**config.mk**
```make
export PLATFORM = sky130hd
export DESIGN_NAME = fxp_mac
export DESIGN_NICKNAME = d
export VERILOG_FILES = /design/src/rtl/fxp_mac_pkg.sv /design/src/rtl/fxp_mac_mult.sv /design/src/rtl/fxp_mac_adder.sv /design/src/rtl/fxp_mac_sat.sv /design/src/rtl/fxp_mac.sv
export SDC_FILE = /design/constraint.sdc
export NUM_CORES = 1
export LEC_CHECK = 0
export ABC_AREA = 1
export BUFFER_PORTS_ARGS = -buffer_cell sky130_fd_sc_hd__buf_2
export CAP_MARGIN = 40
export CORE_MARGIN = 2
export CORE_UTILIZATION = 58
export CTS_CLUSTER_DIAMETER = 200
export DETAILED_ROUTE_END_ITERATION = 7
export PLACE_DENSITY_LB_ADDON = 0.08
export RECOVER_POWER = 50
export SLEW_MARGIN = 5
export SYNTH_ARGS = -nofsm -noshare
export SYNTH_HDL_FRONTEND = slang
export SYNTH_HIERARCHICAL = 1
export SYNTH_SLANG_ARGS = --single-unit
export TNS_END_PERCENT = 30
```
**constraint.sdc**
```tcl
create_clock -name clk_i -period 4.77 [get_ports clk_i]
set_input_delay 0.954 -clock clk_i [delete_from_list [all_inputs] [get_ports clk_i]]
set_output_delay 0.954 -clock clk_i [all_outputs]
set_load 0.1 [all_outputs]
```
**src/rtl/fxp_mac_pkg.sv**
```systemverilog
package fxp_mac_pkg;
   typedef enum logic [1:0] {
      CMD_LOAD = 2'b00,
      CMD_ACC  = 2'b01,
      CMD_RND  = 2'b10,
      CMD_SAT  = 2'b11
   } mac_cmd_e;
endpackage

```
**src/rtl/fxp_mac_mult.sv**
```systemverilog
// Signed multiplier, sign-extended to the accumulator width.
// FRAC selects fractional (1.15 x 1.15, shifted left one) or integer alignment.
module fxp_mac_mult #(
   parameter int DW   = 16,
   parameter int AW   = 40,
   parameter bit FRAC = 1'b1
) (
   input  logic signed [DW-1:0] a_i,
   input  logic signed [DW-1:0] b_i,
   output logic        [AW-1:0] prod_o
);
   localparam int PW    = 2 * DW;
   localparam int GUARD = AW - PW;

   logic signed [PW-1:0] raw;
   logic        [AW-1:0] ext;

   assign raw = a_i * b_i;
   assign ext = {{GUARD{raw[PW-1]}}, raw};

   generate
      if (FRAC) begin : g_frac
         // shift happens at full width so +1.0 keeps its sign
         assign prod_o = {ext[AW-2:0], 1'b0};
      end else begin : g_int
         assign prod_o = ext;
      end
   endgenerate
endmodule

```
**src/rtl/fxp_mac_adder.sv**
```systemverilog
// Accumulator adder with optional round-half-up on the result word boundary.
module fxp_mac_adder #(
   parameter int AW = 40,
   parameter int RB = 16
) (
   input  logic [AW-1:0] acc_i,
   input  logic [AW-1:0] prod_i,
   input  logic          base_zero_i,
   input  logic          round_i,
   output logic [AW-1:0] sum_o
);
   localparam logic [AW-1:0] HALF = AW'(1) << (RB - 1);
   localparam logic [AW-1:0] KEEP = ~((AW'(1) << RB) - AW'(1));

   logic [AW-1:0] base;
   logic [AW-1:0] plain;
   logic [AW-1:0] biased;

   assign base   = base_zero_i ? '0 : acc_i;
   assign plain  = base + prod_i;
   assign biased = plain + HALF;

   always_comb begin
      if (round_i) sum_o = biased & KEEP;
      else         sum_o = plain;
   end
endmodule

```
**src/rtl/fxp_mac_sat.sv**
```systemverilog
// Guard-bit overflow detect and the clamp value chosen by the sign bit.
module fxp_mac_sat #(
   parameter int AW = 40,
   parameter int PW = 32
) (
   input  logic [AW-1:0] acc_i,
   output logic          ovf_o,
   output logic [AW-1:0] clamp_o
);
   localparam int TOP = AW - PW + 1;

   logic [TOP-1:0] hi;

   assign hi      = acc_i[AW-1:PW-1];
   assign ovf_o   = !((&hi) || !(|hi));
   assign clamp_o = acc_i[AW-1] ? {{TOP{1'b1}}, {(PW-1){1'b0}}}
                                : {{TOP{1'b0}}, {(PW-1){1'b1}}};
endmodule

```
**src/rtl/fxp_mac.sv**
```systemverilog
module fxp_mac #(
   parameter int DW    = 16,
   parameter int GUARD = 8,
   parameter bit FRAC  = 1'b1
) (
   input  logic          clk_i,
   input  logic          rst_ni,
   input  logic          in_valid_i,
   input  logic [1:0]    cmd_i,
   input  logic [15:0]   a_i,
   input  logic [15:0]   b_i,
   output logic [39:0]   acc_o,
   output logic          ovf_o,
   output logic [15:0]   res_o
);
   import fxp_mac_pkg::*;

   localparam int PW = 2 * DW;
   localparam int AW = PW + GUARD;

   generate
      if (DW != 16 || GUARD != 8) begin : g_bad_width
         $error("fxp_mac: port widths assume DW=16 and GUARD=8");
      end
   endgenerate

   mac_cmd_e      cmd;
   logic [AW-1:0] acc_q, acc_d;
   logic [AW-1:0] prod, sum, clamp;
   logic          ovf;

   assign cmd = mac_cmd_e'(cmd_i);

   fxp_mac_mult #(.DW(DW), .AW(AW), .FRAC(FRAC)) u_mult (
      .a_i    (a_i),
      .b_i    (b_i),
      .prod_o (prod)
   );

   fxp_mac_adder #(.AW(AW), .RB(DW)) u_add (
      .acc_i       (acc_q),
      .prod_i      (prod),
      .base_zero_i (cmd == CMD_LOAD),
      .round_i     (cmd == CMD_RND),
      .sum_o       (sum)
   );

   fxp_mac_sat #(.AW(AW), .PW(PW)) u_sat (
      .acc_i   (acc_q),
      .ovf_o   (ovf),
      .clamp_o (clamp)
   );

   always_comb begin
      acc_d = acc_q;
      if (in_valid_i) begin
         unique case (cmd)
            CMD_SAT: if (ovf) acc_d = clamp;
            default: acc_d = sum;
         endcase
      end
   end

   always_ff @(posedge clk_i or negedge rst_ni) begin
      if (!rst_ni) acc_q <= '0;
      else         acc_q <= acc_d;
   end

   assign acc_o = acc_q;
   assign ovf_o = ovf;
   assign res_o = acc_q[PW-1:DW];
endmodule

```
==> impl_metrics.csv <==
group,metric,value,unit
run_status,status,"finished, violations left",
run_status,failed_checks,"negative setup slack",
critical_path,critPathRequiredTime,4.96,ns
synthesis,synthXorXnorAreaFrac,2.295,%
global_routing,grt_overflow_total,0,
global_routing,grtUsageMet2,61.29,%
placed_design,dpl_worst_slack,-3.719,ns
timing,setup_viol,34,
placed_design,place_inst,3505,
route,drt_iter0_drc,1790,
clock_tree,cts_max_level,2,
synthesis,synth_nets,3194,
timing,period_minus_slack,8.019,ns
clock_tree,cts_num_sinks,40,
critical_path,crit_path_max_fanout,5,
synthesis,synth_top_family_by_area,"adder cells",
clock_tree,cts_buffer_depth,2,
timing,worst_slack,-3.249,ns
global_routing,grt_max_degree,43,
critical_path,worst_setup_path_start_kind,"input port",
clock_tree,clk_latency,0.30,ns
synthesis,synth_seq_cells,40,
timing,hold_viol,0,
placed_design,place.gp.congestion,1.027,
timing,tns,-85.06,ns
synthesis,synth_compound_area_share,3.208,%
route,finalWirelength,64350,um
critical_path,path_common_cell,"nand2_1",
die,coreArea,30510,um2
timing,tightest_slew,1.254,ns
die,die_y,179.9,um
timing,relSlewSlack,16.43,%
worst_hold_path,hp-class,"register to register",
route,dr.pass1.iters,8,
critical_path,arrival,8.21,ns
clock_tree,clk_pin_slew_worst_paths,0.06,ns
final_layout,final-seq-area,1001,um2
clock_tree,cts_hold_buf,0,
run,maxCapViolCount,0,
die,ios,94,
synthesis,synthAdderAreaFrac,37.86,%
clock_tree,root_buffer,"clkbuf_16",
synthesis,ys.flop_type,"dfrtp_1",
synthesis,syn_area_per_cell,6.472,um2
global_routing,met3_usage,8.387,%
timing,period_share,168.1,%
die,start_util,58.80,%
final_layout,fin_nets,3635,
global_routing,grt_util_all_layers,39.21,%
global_routing,met1_usage,56.57,%
critical_path,crit_buf_inv,12,
route,route.detailed.drc,0,
synthesis,synth_area,17940,um2
critical_path,path_class,"input port to register",
final_layout,syn_to_final_growth,39.31,%
final_layout,final.fill_count,2066,
route,ant_nets,0,
worst_hold_path,whs_path_depth,2,
critical_path,ff2ff_setup_slack,1.20,ns
timing,fmax,124.7,MHz
critical_path,critical-path-top-delay-family,"adder cells",
global_routing,antenna_found_initial,0,
synthesis,yosys.area_share.simple,32.59,%
critical_path,cp.depth,44,
die,die_x,179.9,um
route,viasPerCell,5.394,
global_routing,grt_pass1_wl,101200,um
placed_design,dp_hpwl,50180,um
timing,rsz0062_at_grt,"yes",
placed_design,port_buffers,93,
clock_tree,cts_tree,"yes",
synthesis,synthMuxAreaShare,0,%
final_layout,antenna_cells,0,
synthesis,yosysUniqueCellTypes,43,
die,dieArea,32350,um2
synthesis,synth.area.top_cells,"fa_1 (29%), nand2_1 (19%), inv_1 (14%)",
die,core.rowCount,64,
final_layout,fin_cells,3610,
synthesis,ys.warnings.count,6,
route,routedWlPerCell,17.83,um
final_layout,multiInputGateArea,16270,um2
timing,fin_worst_skew,0.005599,ns
synthesis,synth-edff-count,0,
final_layout,largest_reg_flops,40,
synthesis,ys_async_sr_fraction,100.0,%
critical_path,reg2regPathDepth,24,
critical_path,crit_slowest_cell,"fa_1",
global_routing,grt_pass1_vias,19542,
critical_path,slowest_delay,0.56,ns
synthesis,synth_top_cell_by_area,"fa_1",
synthesis,synth_top_area_share,29.35,%
final_layout,drive_above_1_share,35.87,%
clock_tree,cts_buffers,5,
global_routing,gr-max-usage-layer,"met2",
synthesis,syn_inst,2772,
route,vias,19473,
timing,slew_viol_final,0,
synthesis,synth_seq_area_share,5.580,%
critical_path,cp-end-kind,"register",
==> logic make-up after synthesis <==
| logic type | Yosys count |
|---|---|
| XOR/XNOR | 47 |
| adder cells (fa/ha/maj) | 385 |
| buffers and inverters | 810 |
| other | 1 |
| flip-flops | 40 |
| AO/OA/AOI/OAI | 103 |
| AND/OR/NAND/NOR | 1386 |
==> repair_timing <==
action                     4_1_cts  5_1_grt
pin swaps                      171      135
cloned                           0        0
resized for setup              408      182
setup buffers                   54       45
setup endpoints to repair       34       34
==> layout by cell type (no fill, tap or decap), types with 47 or more instances in the layout <==
cell type	n
buf_2	56
buf_4	458
fa_1	251
ha_1	63
ha_4	58
inv_1	601
inv_2	52
nand2_1	754
nand2_2	161
nand3_1	112
nor2_1	114
nor2_2	47
nor2_4	61
==> final timing paths <==
| kind | startpoint | to |
|---|---|---|
| setup / recovery | b_i[15] | acc_o[35]$_DFFE_PN0P_ |
| hold / removal | acc_o[5]$_DFFE_PN0P_ | acc_o[5]$_DFFE_PN0P_ |
| setup reg to reg | acc_o[19]$_DFFE_PN0P_ | acc_o[35]$_DFFE_PN0P_ |
| hold reg to reg | acc_o[5]$_DFFE_PN0P_ | acc_o[5]$_DFFE_PN0P_ |
| max in group asynchronous | rst_ni | acc_o[3]$_DFFE_PN0P_ |
| min in group asynchronous | rst_ni | acc_o[22]$_DFFE_PN0P_ |
==> per-stage QoR <==
stage / utilization, % / hold WS (ns) / area, um2
global placement: 71.04 / 0.4867 / 21670
finish: 81.91 / 0.5116 / 24990
global route: 81.91 / 0.5435 / 24990
CTS: 78.72 / 0.5129 / 24020
floorplan: - / 0.6584 / 18890
detailed placement: 71.22 / 0.4927 / 21730
==> Yosys cell counts, types with 3 or more instances <==
cell,instances
a21o_1,4
a21oi_1,57
a21oi_2,3
and2_1,5
buf_2,20
buf_4,65
clkbuf_1,63
dfrtp_1,40
fa_1,263
ha_1,122
inv_1,647
inv_2,12
nand2_1,917
nand2_2,45
nand3_1,136
nand3_2,8
nand3b_1,4
nand4_1,26
nor2_1,184
nor2_2,31
nor2_4,7
nor3_1,9
nor3_2,3
o21ai_0,18
o21ai_1,5
o21bai_1,11
or2_2,3
xnor2_1,18
xor2_1,29
==> per-layer routing <==
metal,wire (um),vias to the layer above
met3,7097,155
met1,26940,9396
li1,-,8890
met2,28890,1032
met5,0,-
met4,1420,0
==> final cells by class <==
| cell class | count | share of cell area (%) |
|---|---|---|
| Clock buffer | 6 | 0.5557 |
| Clock inverter | 2 | 0.1552 |
| Inverter | 660 | 9.978 |
| Multi-Input combinational cell | 1922 | 65.09 |
| Sequential cell | 40 | 4.005 |
| Tap cell | 396 | 1.983 |
| Timing Repair Buffer | 584 | 18.23 |
==> worst register-to-register path: stages (launching register included) <==
cell     delay, ns
dfrtp_1       0.41
inv_1         0.06
nor2_1        0.40
ha_4          0.29
buf_4         0.14
nand2_4       0.10
nor2_4        0.06
buf_6         0.12
buf_4         0.13
nand2_2       0.11
inv_1         0.06
a21oi_2       0.21
nand3_1       0.16
nand2_2       0.13
nand2_4       0.08
nor2_4        0.24
nand3_4       0.17
nor2_4        0.15
nand2_1       0.06
nand2_1       0.05
nand2_1       0.07
nand2_1       0.08
nand2_1       0.06
nand2_1       0.06
nand2_1       0.04
Power is left out: the tool's default activity adds up to more than one toggle a clock period on the data nets, which glitch-free logic cannot reach.
